[config.mk]
export PLATFORM = sky130hd
export DESIGN_NAME = hp_ramp_seq
export DESIGN_NICKNAME = d
export VERILOG_FILES = /design/src/rtl/hp_ramp_pkg.sv /design/src/rtl/hp_ramp_ctr.sv /design/src/rtl/hp_ramp_regs.sv /design/src/rtl/hp_ramp_seq.sv
export SDC_FILE = /design/constraint.sdc
export NUM_CORES = 1
export LEC_CHECK = 0
export BUFFER_PORTS_ARGS = -buffer_cell sky130_fd_sc_hd__buf_2
export CORE_UTILIZATION = 45
export CTS_CLUSTER_SIZE = 25
export DETAILED_ROUTE_END_ITERATION = 12
export PLACE_DENSITY = 0.71
export SETUP_SLACK_MARGIN = 0.2
export SKIP_LAST_GASP = 1
export SYNTH_ARGS = -nofsm -noshare
export SYNTH_HDL_FRONTEND = slang
export SYNTH_SLANG_ARGS = --single-unit
export TNS_END_PERCENT = 5
[constraint.sdc]
create_clock -name clk -period 4.65 [get_ports clk]
set_input_delay 0.465 -clock clk [delete_from_list [all_inputs] [get_ports clk]]
set_output_delay 0.465 -clock clk [all_outputs]
set_load 0.02 [all_outputs]
[src/rtl/hp_ramp_pkg.sv]
package hp_ramp_pkg;
  localparam int REG_W     = 8;
  localparam int STB_BIT   = 6;
  localparam int UP_BIT    = 3;
  localparam int DN_BIT    = 2;
  localparam logic [REG_W-1:0] PWR_RESET = 8'hFF;

  typedef enum logic {DIR_DOWN = 1'b0, DIR_UP = 1'b1} dir_e;
endpackage

[src/rtl/hp_ramp_ctr.sv]
module hp_ramp_ctr
  import hp_ramp_pkg::*;
#(
  parameter int CW = 8
) (
  input  logic          clk,
  input  logic          rst_n,
  input  logic          start,
  input  dir_e          start_dir,
  input  logic          tick,
  input  logic [CW-1:0] len,
  output logic [CW-1:0] pos,
  output logic          active,
  output logic          fin_up,
  output logic          fin_dn
);
  dir_e          dir;
  logic [CW-1:0] tgt, nxt;
  logic          at_tgt, step, finish;

  always_comb begin
    tgt    = (dir == DIR_UP) ? len : '0;
    at_tgt = (pos == tgt);
    nxt    = (pos < tgt) ? pos + 1'b1 : pos - 1'b1;
    step   = active && tick && !at_tgt && !start;
    finish = active && !start && (at_tgt || (step && nxt == tgt));
    fin_up = finish && (dir == DIR_UP);
    fin_dn = finish && (dir == DIR_DOWN);
  end

  always_ff @(posedge clk or negedge rst_n) begin
    if (!rst_n) begin
      pos    <= '0;
      active <= 1'b0;
      dir    <= DIR_DOWN;
    end else if (start) begin
      active <= 1'b1;
      dir    <= start_dir;
    end else begin
      if (step)   pos    <= nxt;
      if (finish) active <= 1'b0;
    end
  end

  // no movement without a tick
  a_r3_hold_no_tick: assert property (@(posedge clk) disable iff (!rst_n)
    !tick |=> $stable(pos));
  // a step is exactly one unit
  a_r3_unit_step: assert property (@(posedge clk) disable iff (!rst_n)
    (active && tick && !start && pos != tgt) |=>
      (pos == $past(pos) + 1'b1 || pos == $past(pos) - 1'b1));
  // a start makes the ramp active
  a_r2_start_active: assert property (@(posedge clk) disable iff (!rst_n)
    start |=> active);
  // up ramp ends at the programmed length
  a_r4_up_at_len: assert property (@(posedge clk) disable iff (!rst_n)
    fin_up |=> (pos == $past(len) && !active));
  // down ramp ends at zero
  a_r5_dn_at_zero: assert property (@(posedge clk) disable iff (!rst_n)
    fin_dn |=> (pos == '0 && !active));
endmodule

[src/rtl/hp_ramp_regs.sv]
module hp_ramp_regs
  import hp_ramp_pkg::*;
#(
  parameter int ADDR_W    = 4,
  parameter int PWR_ADDR  = 2,
  parameter int STAT_ADDR = 3
) (
  input  logic              clk,
  input  logic              rst_n,
  input  logic              wr_en,
  input  logic [ADDR_W-1:0] wr_addr,
  input  logic [REG_W-1:0]  wr_data,
  input  logic [ADDR_W-1:0] rd_addr,
  output logic [REG_W-1:0]  rd_data,
  input  logic              fin_up,
  input  logic              fin_dn,
  output logic              start,
  output dir_e              start_dir,
  output logic              irq
);
  localparam logic [ADDR_W-1:0] PWR_A  = ADDR_W'(PWR_ADDR);
  localparam logic [ADDR_W-1:0] STAT_A = ADDR_W'(STAT_ADDR);

  logic [REG_W-1:0] pwr_q;
  logic             up_q, dn_q, up_n, dn_n;
  logic             pwr_wr, stat_wr;

  always_comb begin
    pwr_wr    = wr_en && (wr_addr == PWR_A);
    stat_wr   = wr_en && (wr_addr == STAT_A);
    start     = pwr_wr && (wr_data[STB_BIT] != pwr_q[STB_BIT]);
    start_dir = wr_data[STB_BIT] ? DIR_DOWN : DIR_UP;
    up_n = fin_up ? 1'b1 : ((stat_wr && !wr_data[UP_BIT]) ? 1'b0 : up_q);
    dn_n = fin_dn ? 1'b1 : ((stat_wr && !wr_data[DN_BIT]) ? 1'b0 : dn_q);
  end

  always_ff @(posedge clk or negedge rst_n) begin
    if (!rst_n) begin
      pwr_q <= PWR_RESET;
      up_q  <= 1'b0;
      dn_q  <= 1'b0;
      irq   <= 1'b0;
    end else begin
      if (pwr_wr) pwr_q <= wr_data;
      up_q <= up_n;
      dn_q <= dn_n;
      irq  <= (up_n && !up_q) || (dn_n && !dn_q);
    end
  end

  always_comb begin
    rd_data = '0;
    if (rd_addr == PWR_A) rd_data = pwr_q;
    else if (rd_addr == STAT_A) begin
      rd_data[UP_BIT] = up_q;
      rd_data[DN_BIT] = dn_q;
    end
  end

  // writing 1 keeps a set flag
  a_r7_one_keeps: assert property (@(posedge clk) disable iff (!rst_n)
    (stat_wr && wr_data[UP_BIT] && up_q && !fin_dn) |=> up_q);
  // a finishing ramp always leaves its flag set
  a_r8_set_wins: assert property (@(posedge clk) disable iff (!rst_n)
    fin_up |=> up_q);
  // irq only after a flag rise
  a_r9_irq_on_rise: assert property (@(posedge clk) disable iff (!rst_n)
    irq |-> ((up_q && !$past(up_q)) || (dn_q && !$past(dn_q))));
  // pulse lasts one cycle unless another rise follows
  a_r9_irq_single: assert property (@(posedge clk) disable iff (!rst_n)
    (irq && !fin_up && !fin_dn) |=> !irq);
endmodule

[src/rtl/hp_ramp_seq.sv]
module hp_ramp_seq
  import hp_ramp_pkg::*;
#(
  parameter int CW     = 8,
  parameter int ADDR_W = 4
) (
  input  logic              clk,
  input  logic              rst_n,
  input  logic              wr_en,
  input  logic [ADDR_W-1:0] wr_addr,
  input  logic [7:0]        wr_data,
  input  logic [ADDR_W-1:0] rd_addr,
  output logic [7:0]        rd_data,
  input  logic              tick,
  input  logic [CW-1:0]     ramp_len,
  output logic [CW-1:0]     gain_pos,
  output logic              ramping,
  output logic              irq
);
  logic start, fin_up, fin_dn;
  dir_e start_dir;

  hp_ramp_regs #(.ADDR_W(ADDR_W), .PWR_ADDR(2), .STAT_ADDR(3)) u_regs (
    .clk(clk), .rst_n(rst_n), .wr_en(wr_en), .wr_addr(wr_addr),
    .wr_data(wr_data), .rd_addr(rd_addr), .rd_data(rd_data),
    .fin_up(fin_up), .fin_dn(fin_dn), .start(start),
    .start_dir(start_dir), .irq(irq)
  );

  hp_ramp_ctr #(.CW(CW)) u_ctr (
    .clk(clk), .rst_n(rst_n), .start(start), .start_dir(start_dir),
    .tick(tick), .len(ramp_len), .pos(gain_pos), .active(ramping),
    .fin_up(fin_up), .fin_dn(fin_dn)
  );

  // a reversal never finishes the abandoned direction on its edge
  a_r6_no_stale_flag: assert property (@(posedge clk) disable iff (!rst_n)
    start |-> !(fin_up || fin_dn));
endmodule

### After elaboration in Yosys (flattened, before gate mapping)

Index checks and enable logic that the tools add are counted.

* register bits after elaboration: 21
* input port bits: 28
* output and inout port bits: 18
* logic and storage cells: 57

* add/sub/neg operators: 2
* magnitude comparators: 1
* eq/ne operators: 7
* muxes and demuxes: 13
* bitwise gates (word level): 2
* reduce and logical (&&, ||, !) cells: 25

Operator list (number)
* 4-bit by 2-bit equality test with 1-bit output (second input constant): 4
* 8-bit equality test: 2
* 8-bit two-way mux: 2
* 1-bit logical AND: 15
* 8-bit by 1-bit adder with 8-bit output (second input constant): 1
* 8-bit < comparator: 1
* 8-bit by 1-bit subtractor with 8-bit output (second input constant): 1
* 1-bit two-way mux: 7
* 1-bit zero test: 6
* 2-bit two-way mux: 3
* 4-bit two-way mux: 1
* 1-bit logical OR: 2
* 1-bit NOT: 2
* 2-bit AND reduction: 1
* 2-bit nonzero test: 1
* 1-bit inequality test: 1

### Logic depth before layout (Yosys ltp)

Gate-level depths: netlist (run 1).

* word-level depth: 12
* mapped depth: 16
* gate-level depth less buffers: 15

### Cells and area by module

From an unflattened synthesis (run 1), not the netlist that was laid out.

* cell total of the unflattened synthesis: 175
* area, all modules: 1783.0 µm²

By module, submodules not included
* hp_ramp_ctr: times used 1, cells an instance 131, area each 1189.9 µm², sequential area each 250.2 µm²
* hp_ramp_regs: times used 1, cells an instance 44, area each 593.1 µm², sequential area each 285.3 µm²

### Worst setup path after synthesis (run 1)

No wires, ideal clock.

* path type: reg2reg
* start: reg u_ctr.dir
* end: reg u_ctr.active
* library setup time: 120 ps
* arrival time: 3789 ps
* data required time: 4530 ps
* setup slack: 742 ps
* stages on the path, launching flop included: 16
* path buffers: 1
* period minus slack after synthesis: 3908 ps
* cell sequence: dfrtp_1 -> dlymetal6s2s_1 -> nand2_1 -> ha_1 -> nand4_1 -> a21oi_1 -> a211o_1 -> inv_1 -> fa_1 -> xnor2_2 -> xnor2_1 -> or3_1 -> nor4_2 -> o2111ai_1 -> or4_4 -> a31o_1

* word-level cells in the longest chain between the ends: 9
* elaborated cells between the ends (all ways): 12
* those cells by class: order compare: 1; eq/ne: 2; mux: 2; reduce/logical: 7

RTL lines
* start: declaration: RTL line hp_ramp_ctr.sv:17 `dir_e dir;`
* start signal: assignment: RTL line hp_ramp_ctr.sv:38 `dir <= start_dir;`
* 8-bit two-way mux *: RTL line hp_ramp_ctr.sv:22 `tgt = (dir == DIR_UP) ? len : '0;`
* branches (longest 5 deep; another with 8-bit < comparator)
* 1-bit logical OR *: RTL line hp_ramp_ctr.sv:26 `finish = active && !start && (at_tgt || (step && nxt == tgt));`
* 1-bit logical AND *: RTL line hp_ramp_ctr.sv:26
* 2-bit nonzero test (no line) *
* end signal: assignment: RTL line hp_ramp_ctr.sv:34 `active <= 1'b0;`
* end signal: assignment: RTL line hp_ramp_ctr.sv:37 `active <= 1'b1;`
* end signal: assignment: RTL line hp_ramp_ctr.sv:41 `if (finish) active <= 1'b0;`
* end: declaration: RTL line hp_ramp_ctr.sv:13 `output logic active,`

Every way passes the cells marked *.
A chain may end at the register's enable or synchronous reset.

### Worst setup path after layout (run 1)

Same ends and word-level chain as after synthesis.

==> out/qor.txt, run 1 <==
global-route wire length before repair: 5400 um
Net Sw Frac: 46.6%
Maximum Capacitance Violations: 0
Int Pwr: 0.755 mW
level count of the clock H-tree: 1
Synth Instances: 173
n_diodes: 0
synthesis-to-layout area growth: 17.1%
Slew @ Worst Pin: 0.613 ns
starting density of the core: 47.8%
global route overflow: 0
Hold Violations, Final: 0
Clock Latency Late Sink: 0.30 ns
CTS Buffer Depth: 2
Max Clk Rate: 0.242 GHz
Sum Neg Setup Slack: 0 ns
asr flop ratio synth: 100%
DR DRC count: 0
I/O Pins: 46
CP endpoint kind: flop
Comb pwr share: 71.8%
synth top area cells: dfrtp_1 20%, dfstp_2 13%, ha_1 12%
PortBufs: 45
WL final: 3460 um
DR pass1 iterations: 4
Max VDD drop: 0.000525 V
HPWL Detailed: 2660 um
TritonCTS clock tree: yes
fin. max-slew vios: 0
worst setup margin: 0.510 ns
CP Class: flop to flop
cell taking the most area after synthesis: dfrtp_1
synthesis-stage register bit count: 21
minimum clock period: 4.14 ns
Yosys Warn Count: 0
Yosys cell types: 46
clock sink count: 21
Std-Cell Rows: 21
Hold Path Class: input pin to asynchronous set/reset pin
total track usage: 19.3%
Net Sw Power: 0.660 mW
Post-synth top flop: dfrtp_1
Mapped Area: 1620 um2
core area: 3390 um2
# fillers: 309
DR iter-0 viols: 39
largest net degree at the start of global routing: 22
Mapped Avg Cell Area: 9.37 um2
Die Ht: 62.0 um
die area: 3850 um2
crit path from: u_ctr.dir
worst slack, placed: 0.257 ns
Data arrival, critical path: 4.35 ns
number of global-route vias before repair: 1,195
worst r2r src: u_ctr.dir
Final period util: 89.0%
Worst slew margin: 59.1%
sequential element share of the synthesized area: 33.0%
syn_nets: 217
clock share of power: 6.3%
# setup viols final: 0
nets: 262
Critical Path Start Type: flop
routed vias: 1,351
Overall Power: 1.41 mW
Reg2Reg Setup Slack: 0.51 ns
Worst Clk Skew: 0.00407 ns
RD Place Congestion: 0.792
Crit path required time: 4.86 ns
static leakage: 0.941 nW
layout cell share with drive strength beyond 1: 32.7%
root buffer cell: clkbuf_4
hold_buf cts: 0
via density per instance: 5.14
RSZ-0062 raised after global routing: false
CP max FO: 15
post-route ant nets: 0
Worst-path clk slew: 0.12 ns
chip width: 62.0 um
initial antenna violation count: 0
pwr dens: 745 nW/um2
top cell type's share of synthesized area: 20.1%
Inserted Clock Buffers: 3
status: complete, no violations
Seq pwr share: 21.9%
routed len/inst: 13.1 um
Post-synth EDFFs: 0
-- logic make-up (layout without fill, tap and decap cells) --
logic type      after synthesis  after routing  synth area share, %
flops                        21             21                 33.0
simple gates                 76             76                 23.0
fa+ha+maj                    16             16                 12.8
buf+inv                       9             53                 3.09
compound gates               29             29                 13.0
xor+xnor                     14             14                 9.80
mux                           8              8                 5.32
-- layer usage --
layer	wire [um]	global-route usage, %
met5	0	0
met4	30	5.08
met3	115	4.76
met2	1650	31.0
met1	1660	26.0
-- cell usage in the layout (no fill, tap or decap), drive strengths merged, types with 2 or more instances in the layout --
cell type and count:
a32oi 2, a211o 3, or2 2, dfstp 8, nand2b 2, nor2b 4
a21oi 7, xor2 4, buf 45, nand4b 2, nand2 38, ha 15
nor2 10, mux2i 3, and2 7, o21ai 6, a31oi 2, nand4 2
nand3 2, mux2 5, inv 4, clkbuf 4, xnor2 9, dfrtp 13
-- path summary, 6_finish.rpt --
path,end,cells past startpoint
hold / removal,u_ctr.pos[5],1
setup reg to reg,u_ctr.active,14
min in group clk,u_regs.pwr_q[1],3
hold reg to reg,u_regs.pwr_q[4],2
max in group asynchronous,u_ctr.dir,1
setup / recovery,u_ctr.active,14
-- timing repair --
| item | CTS | global route |
|---|---|---|
| endpoints found under the setup margin | 0 | 4 |
| setup buffers | 0 | 0 |
| resized for setup | 0 | 2 |
| endpoints found under the hold margin | 0 | 0 |
-- final cells by class --
class                   instances  area [um2]  area share (%)
clock buffers                   4        26.3            1.38
inverters                       4        15.0           0.791
multi-input cells             143        1040            54.6
flip-flops and latches         21         537            28.3
well taps                      46        57.6            3.03
repair buffers                 45         225            11.9
-- stage by stage --
step / cells / hold slack, ns / util (%) / cell area [um2]
after detailed placement: 259 / 0.448 / 55.1 / 1870
final: 263 / 0.104 / 56.0 / 1900
after global routing: 263 / 0.127 / 56.0 / 1900
after floorplan: 173 / 0.169 / - / 1620
after CTS: 263 / 0.118 / 55.9 / 1900
after global placement: 259 / 0.444 / 55.1 / 1870
-- sequential cells by signal, indices dropped and copies added, names as in the netlist --
signal,count
u_ctr.pos,8
u_regs.pwr_q,8
u_ctr.active,1
u_ctr.dir,1
u_regs.dn_q,1
u_regs.irq,1
u_regs.up_q,1
-- power by group through the flow --
| stage | Combinational, mW | Clock, mW | Sequential [mW] |
|---|---|---|---|
| floorplan | 0.763 | 0 | 0.351 |
| global placement | 1.00 | 0 | 0.312 |
| detailed placement | 1.00 | 0 | 0.314 |
| CTS | 1.01 | 0.0941 | 0.311 |
| global route | 1.13 | 0.102 | 0.320 |
| finish | 1.02 | 0.0893 | 0.310 |
-- synth_stat cells, drive strengths merged, types with 3 or more instances --
cell type	instances
mux2	5
a21oi	7
nor2	10
nor2b	4
mux2i	3
o21ai	6
a211o	3
nand2	38
xor2	4
and2	7
inv	4
dfrtp	13
clkbuf	3
ha	15
xnor2	9
dfstp	8
-- critical path, stage by stage (launching register included) --
cell and delay (ns):
dfrtp_2 0.55, nand2_1 0.15, ha_1 0.31, nor2b_1 0.13, o211ai_1 0.15, a21oi_1 0.09, a211o_2 0.42, ha_1 0.37
a211o_1 0.33, o221ai_2 0.18, a21oi_1 0.10, nor2_1 0.21, xnor3_1 0.36, or4_4 0.46, a31o_1 0.24
(Power assumes the default switching activity.)
==> run 2: changes to the inputs <==
- ABC_AREA: not set -> 1
- CORE_MARGIN: not set -> 2
- PLACE_DENSITY: 0.71 -> 0.7
- SLEW_MARGIN: not set -> 20
==> run 2 against run 1 <==
Via count grew 22%. Synthesized cell count grew 35%. Core utilization shrank 0.77 points. Largest power group unchanged. Highest routed layer unchanged.
==> out/qor.txt, run 2 <==
status: complete, no violations
sequential element share of the synthesized area: 31.5% (-1.6 points)
number of global-route vias before repair: 1,531 (+28%)
# setup viols final: 0 (unchanged)
Max VDD drop: 0.000299 V (-43%)
routed len/inst: 11.7 um (-11%)
Final period util: 74.1% (-15 points)
top cell type's share of synthesized area: 19.1% (-0.94 points)
CTS Buffer Depth: 2 (unchanged)
starting density of the core: 46.5% (-1.4 points)
DR DRC count: 0 (unchanged)
synthesis-stage register bit count: 21 (unchanged)
Post-synth EDFFs: 0 (unchanged)
Largest regs: u_ctr.pos x8, u_regs.pwr_q x8
Post-synth top cells: 63 x nand2_1, 37 x inv_1, 20 x nand3_1, 17 x o21ai_0, 15 x ha_1
root buffer cell: clkbuf_8
minimum clock period: 3.45 ns (-0.693 ns)
multi-input logic area: 1020 um2 (-2.1%)
Synth Instances: 233 (+35%)
critical path buffer and inverter count: 2 (+2)
Overall Power: 1.51 mW (+7.0%)
n_diodes: 0 (unchanged)
asr flop ratio synth: 100% (unchanged)
critical path's slowest cell: dfrtp_1
initial antenna violation count: 0 (unchanged)
CP max FO: 12 (-3)
TritonCTS clock tree: yes
crit-path cells: nand2_1, ha_1, nand2_1, nor2_2, nand2_1, nand2_2, inv_1, fa_1, inv_1, nand2_1, nand2_1, nand2_1, a21oi_1, nand2_1, nor2_1, nand4_1, nor2_2, nand3_2, nand2_4, nand4_1, nand2_1
die area: 4290 um2 (+11%)
synth top area cells: dfrtp_1 19%, nand2_1 14%, dfstp_2 12%
Crit path required time: 4.86 ns (about the same)
global route overflow: 0 (unchanged)
PortBufs: 45 (unchanged)
DR pass1 iterations: 4 (unchanged)
nets: 325 (+24%)
I/O Pins: 46 (unchanged)
CP endpoint kind: flop
routed vias: 1,648 (+22%)
Die Ht: 65.5 um (+5.6%)
number of setup buffers added after CTS: 0 (unchanged)
CP Class: flop to flop
most frequent cells in the layout: 63 x nand2_1, 45 x buf_2, 37 x inv_1
Largest delay share family, worst path: simple AND/OR/NAND/NOR gates
Slew @ Worst Pin: 0.488 ns (-0.124 ns)
level count of the clock H-tree: 1 (unchanged)
Hold Path Class: input pin to asynchronous set/reset pin
DR iter-0 viols: 136 (+250%)
Data arrival, critical path: 3.65 ns (-0.70 ns)
FF/Latch Area: 536 um2 (-0.23%)
syn_nets: 277 (+28%)
chip width: 65.5 um (+5.6%)
Yosys Warn Count: 0 (unchanged)
Hold Violations, Final: 0 (unchanged)
Mapped Avg Cell Area: 7.30 um2 (-22%)
Worst-path clk slew: 0.08 ns (-0.04 ns)
Maximum Capacitance Violations: 0 (unchanged)
global-route wire length before repair: 6760 um (+25%)
synthesis-to-layout area growth: 18.8%
Yosys cell types: 30 (-35%)
clock sink count: 21 (unchanged)
Critical Path Start Type: flop
Worst Clk Skew: 0.00303 ns (-0.00104 ns)
Top cell by count, worst path: nand2_1
PostCTS Resize Cnt: 0 (unchanged)
Post-synth top flop: dfrtp_1
core area: 3660 um2 (+8.0%)
Worst slew margin: 67.4% (+8.4 points)
fin. max-slew vios: 0 (unchanged)
Std-Cell Rows: 22 (+4.8%)
layout cell share with drive strength beyond 1: 26.4% (-6.3 points)
most common cell after layout, fill and taps aside: nand2_1
Inserted Clock Buffers: 3 (unchanged)
post-route ant nets: 0 (unchanged)
# fillers: 369 (+19%)
WL final: 3830 um (+11%)
total track usage: 20.2% (+0.92 points)
RD Place Congestion: 0.856 (+8.1%)
largest net degree at the start of global routing: 22 (unchanged)
via density per instance: 5.02 (-2.2%)
Max Clk Rate: 0.290 GHz (+20%)
Mapped Area: 1700 um2 (+4.9%)
cell taking the most area after synthesis: dfrtp_1
Sum Neg Setup Slack: 0 ns (unchanged)
RSZ-0062 raised after global routing: false
HPWL Detailed: 3110 um (+17%)
top-count cell post-synth: nand2_1
pwr dens: 749 nW/um2 (+0.43%)
hold_buf cts: 0 (unchanged)
static leakage: 1.14 nW (+22%)
Clock Latency Late Sink: 0.26 ns (-0.04 ns)
max incr delay on CP: 0.59 ns (+0.04 ns)
==> run 2: worst paths after layout <==
kind / depth (start not counted) / to / slack, ns / from
worst min register to register: 2 / u_regs.pwr_q[1] / 0.50 / u_regs.pwr_q[1]
max in group asynchronous: 1 / u_regs.pwr_q[5] / 4.14 / rst_n
worst max register to register: 21 / u_regs.irq / 1.20 / u_ctr.dir
worst max-delay path: 21 / u_regs.irq / 1.20 / u_ctr.dir
worst min-delay path: 1 / u_ctr.pos[0] / 0.15 / rst_n
min in group clk: 3 / u_regs.pwr_q[1] / 0.41 / wr_data[1]
==> run 2: area by class of cell <==
cell class,count,share of cell area [%]
well taps,48,2.97
inverters,37,6.87
clock inverters,1,0.248
flip-flops and latches,21,26.5
clock buffers,3,2.04
repair buffers,45,11.1
multi-input cells,173,50.2
==> run 2: metrics by stage <==
| step | util [%] | hold WS, ns | worst slack (ns) | instance area, um2 | instances |
|---|---|---|---|---|---|
| detailed placement | 54.0 | 0.459 | 1.26 | 1980 | 324 |
| floorplan | - | 0.169 | 1.86 | 1700 | 233 |
| global route | 55.2 | 0.191 | 0.814 | 2020 | 328 |
| CTS | 55.2 | 0.170 | 1.21 | 2020 | 328 |
| finish | 55.2 | 0.153 | 1.20 | 2020 | 328 |
| global placement | 54.0 | 0.460 | 1.34 | 1980 | 324 |
==> run 2: layer usage <==
metal / global-route usage, % / wire length [um]
met5: 0 / 0
met4: 5.47 / 42
met3: 2.74 / 180
met2: 32.0 / 1780
met1: 29.0 / 1820
==> run 2: kinds of logic (layout without fill, tap and decap cells) <==
group | after synthesis | count (layout) | synth area share (%)
fa+ha+maj | 16 | 16 | 12.2
xor+xnor | 3 | 3 | 2.43
flops | 21 | 21 | 31.5
buf+inv | 39 | 86 | 8.82
simple gates | 121 | 121 | 33.8
compound gates | 33 | 33 | 11.3
==> run 2: power breakdown <==
| part | internal, mW | switching (mW) |
|---|---|---|
| combinational | 0.407 | 0.650 |
| sequential | 0.261 | 0.0725 |
| clock | 0.0597 | 0.0626 |
| total | 0.728 | 0.785 |
==> run 3: changes to the inputs <==
- ABC_AREA: 1 -> 0
- PLACE_DENSITY: 0.7 -> 0.73
- clock period: 4.65 -> 2.8 ns (I/O delays scaled with it)
==> run 3 against run 2 <==
The flow now finishes with violations (setup timing). Cell area grew 11%. Sequential power grew 47%. Via count shrank 6.6%. Global-route usage grew 0.95 points. Critical endpoint unchanged.
==> out/qor.txt, run 3 (synthesis results as in run 1) <==
DR pass1 iterations: 4 (unchanged)
worst slack, placed: -0.849 ns (-2.11 ns)
# fillers: 278 (-25%)
CP endpoint kind: flop
CP Class: flop to flop
Slew @ Worst Pin: 0.502 ns (+0.0140 ns)
CTS Buffer Depth: 2 (unchanged)
Clock Latency Late Sink: 0.32 ns (+0.06 ns)
total track usage: 21.2% (+0.95 points)
Seq pwr share: 16.8% (-5.2 points)
worst setup margin: -0.836 ns (-2.04 ns)
status: finished with violations
n_diodes: 0 (unchanged)
Maximum Capacitance Violations: 0 (unchanged)
HPWL Detailed: 3290 um (+5.7%)
layout cell share with drive strength beyond 1: 45.7% (+19 points)
Net Sw Power: 1.26 mW (+60%)
DR iter-0 viols: 94 (-31%)
Worst slew margin: 66.5% (-0.93 points)
Fin Hold WS: 0.143 ns (-0.0102 ns)
Die Ht: 64.0 um (-2.2%)
Overall Power: 2.92 mW (+93%)
post-route ant nets: 0 (unchanged)
minimum clock period: 3.64 ns (+0.189 ns)
Worst Clk Skew: 0.0110 ns (+0.00794 ns)
Std-Cell Rows: 21 (-4.5%)
pwr dens: 1300 nW/um2 (+74%)
level count of the clock H-tree: 1 (unchanged)
most frequent cells in the layout: 45 x buf_2, 38 x buf_4, 36 x nand2_1
failing checks: setup timing
DR DRC count: 0 (unchanged)
Hold Path Class: input pin to flop
clock share of power: 5.5% (-2.6 points)
RD Place Congestion: 0.893 (+4.3%)
synthesis-to-layout area growth: 38.6%
die area: 4100 um2 (-4.4%)
Max Clk Rate: 0.275 GHz (-5.2%)
initial antenna violation count: 0 (unchanged)
starting density of the core: 47.8% (+1.4 points)
Largest regs: u_ctr.pos x8, u_regs.pwr_q x8
Inserted Clock Buffers: 3 (unchanged)
most common cell after layout, fill and taps aside: buf_2
routed len/inst: 13.3 um (+14%)
multi-input logic area: 1090 um2 (+7.3%)
root buffer cell: clkbuf_4
fin. max-slew vios: 0 (unchanged)
largest net degree at the start of global routing: 22 (unchanged)
I/O Pins: 46 (unchanged)
core area: 3390 um2 (-7.4%)
Hold Violations, Final: 0 (unchanged)
static leakage: 1.13 nW (-1.6%)
Max VDD drop: 0.000907 V (+200%)
WL final: 4030 um (+5.2%)
Comb pwr share: 77.7% (+7.8 points)
global route overflow: 0 (unchanged)
chip width: 64.0 um (-2.2%)
Critical Path Start Type: flop
Crit path required time: 3.03 ns (-1.83 ns)
global-route wire length before repair: 6750 um (-0.21%)
Final period util: 130% (+56 points)
PortBufs: 45 (unchanged)
clock sink count: 21 (unchanged)
number of global-route vias before repair: 1,523 (-0.52%)
routed vias: 1,540 (-6.6%)
Int Pwr: 1.66 mW (+130%)
# setup viols final: 9 (+9)
CP max FO: 7 (-5)
Net Sw Frac: 43.1% (-8.8 points)
Worst-path clk slew: 0.14 ns (+0.06 ns)
Core Util, Final: 66.3% (+11 points)
via density per instance: 5.10 (+1.5%)
nets: 301 (-7.4%)
FF/Latch Area: 537 um2 (+0.23%)
RSZ-0062 raised after global routing: true
TritonCTS clock tree: yes
Data arrival, critical path: 3.86 ns (+0.21 ns)
-- run 3: cell count changes in the layout (fill, tap and decap cells not counted), moves of 5 or more --
cell     before  now
xnor2_1       1    6
inv_1        37    3
buf_4         0   38
o21ai_0      17    5
nand3_1      20    2
nand2_1      63   36
mux2_2        0    5
and2_1        1    7
-- run 3: metrics by stage --
stage / TNS, ns / std cells / instance area, um2
final: -3.93 / 302 / 2250
after global routing: -5.54 / 302 / 2250
after CTS: -4.27 / 302 / 2250
after detailed placement: -4.04 / 296 / 2200
after global placement: -3.46 / 296 / 2200
after floorplan: -3.14 / 173 / 1680
-- run 3: final cells by class --
| class | instances | area share, % |
|---|---|---|
| Clock inverter | 1 | 0.223 |
| Tap cell | 46 | 2.56 |
| Inverter | 4 | 0.668 |
| Clock buffer | 3 | 1.00 |
| Timing Repair Buffer | 84 | 23.2 |
| Sequential cell | 21 | 23.9 |
| Multi-Input combinational cell | 143 | 48.5 |
-- run 3: per-layer routing --
metal  vias to the layer above  wire length (um)  GRT usage, %
met5                         -                 0             0
met4                         0                38          6.52
met3                         4               195          2.99
met2                        40              1960          35.2
met1                       726              1830          28.5
li1                        770                 -             -
-- run 3: worst max-delay path, stage by stage (launching register included) --
cell	delay (ns)
dfrtp_2	0.43
nand2_1	0.09
ha_1	0.30
nor2b_1	0.13
o211ai_1	0.15
a21oi_1	0.10
a211o_4	0.32
ha_4	0.25
a211o_1	0.30
o221ai_2	0.17
a21oi_1	0.10
nor2_1	0.19
xnor3_1	0.24
or4_4	0.55
a221oi_2	0.23
-- run 3: path summary, 6_finish.rpt --
kind	to	from	slack (ns)	depth (start not counted)
hold / removal	u_regs.pwr_q[5]	wr_data[5]	0.14	3
min in group asynchronous	u_ctr.pos[5]	rst_n	0.44	2
hold reg to reg	u_regs.pwr_q[0]	u_regs.pwr_q[0]	0.47	2
max in group asynchronous	u_regs.pwr_q[5]	rst_n	1.99	2
setup reg to reg	u_regs.irq	u_ctr.dir	-0.84	14
setup / recovery	u_regs.irq	u_ctr.dir	-0.84	14
-- run 3: repair_timing --
| action | 4_1_cts | 5_1_grt |
|---|---|---|
| gates cloned | 0 | 0 |
| buffers inserted | 1 | 0 |
| setup endpoints to repair | 9 | 9 |
| hold endpoints to repair | 13 | 0 |
| resized for setup | 0 | 1 |
| hold buffers | 1 | 0 |
-- run 3: power groups by stage --
| stage | sequential (mW) | clock, mW | combinational, mW |
|---|---|---|---|
| floorplan | 0.594 | 0 | 1.31 |
| global placement | 0.494 | 0 | 2.22 |
| detailed placement | 0.495 | 0 | 2.25 |
| CTS | 0.489 | 0.162 | 2.27 |
| global route | 0.500 | 0.178 | 2.50 |
| finish | 0.490 | 0.162 | 2.27 |
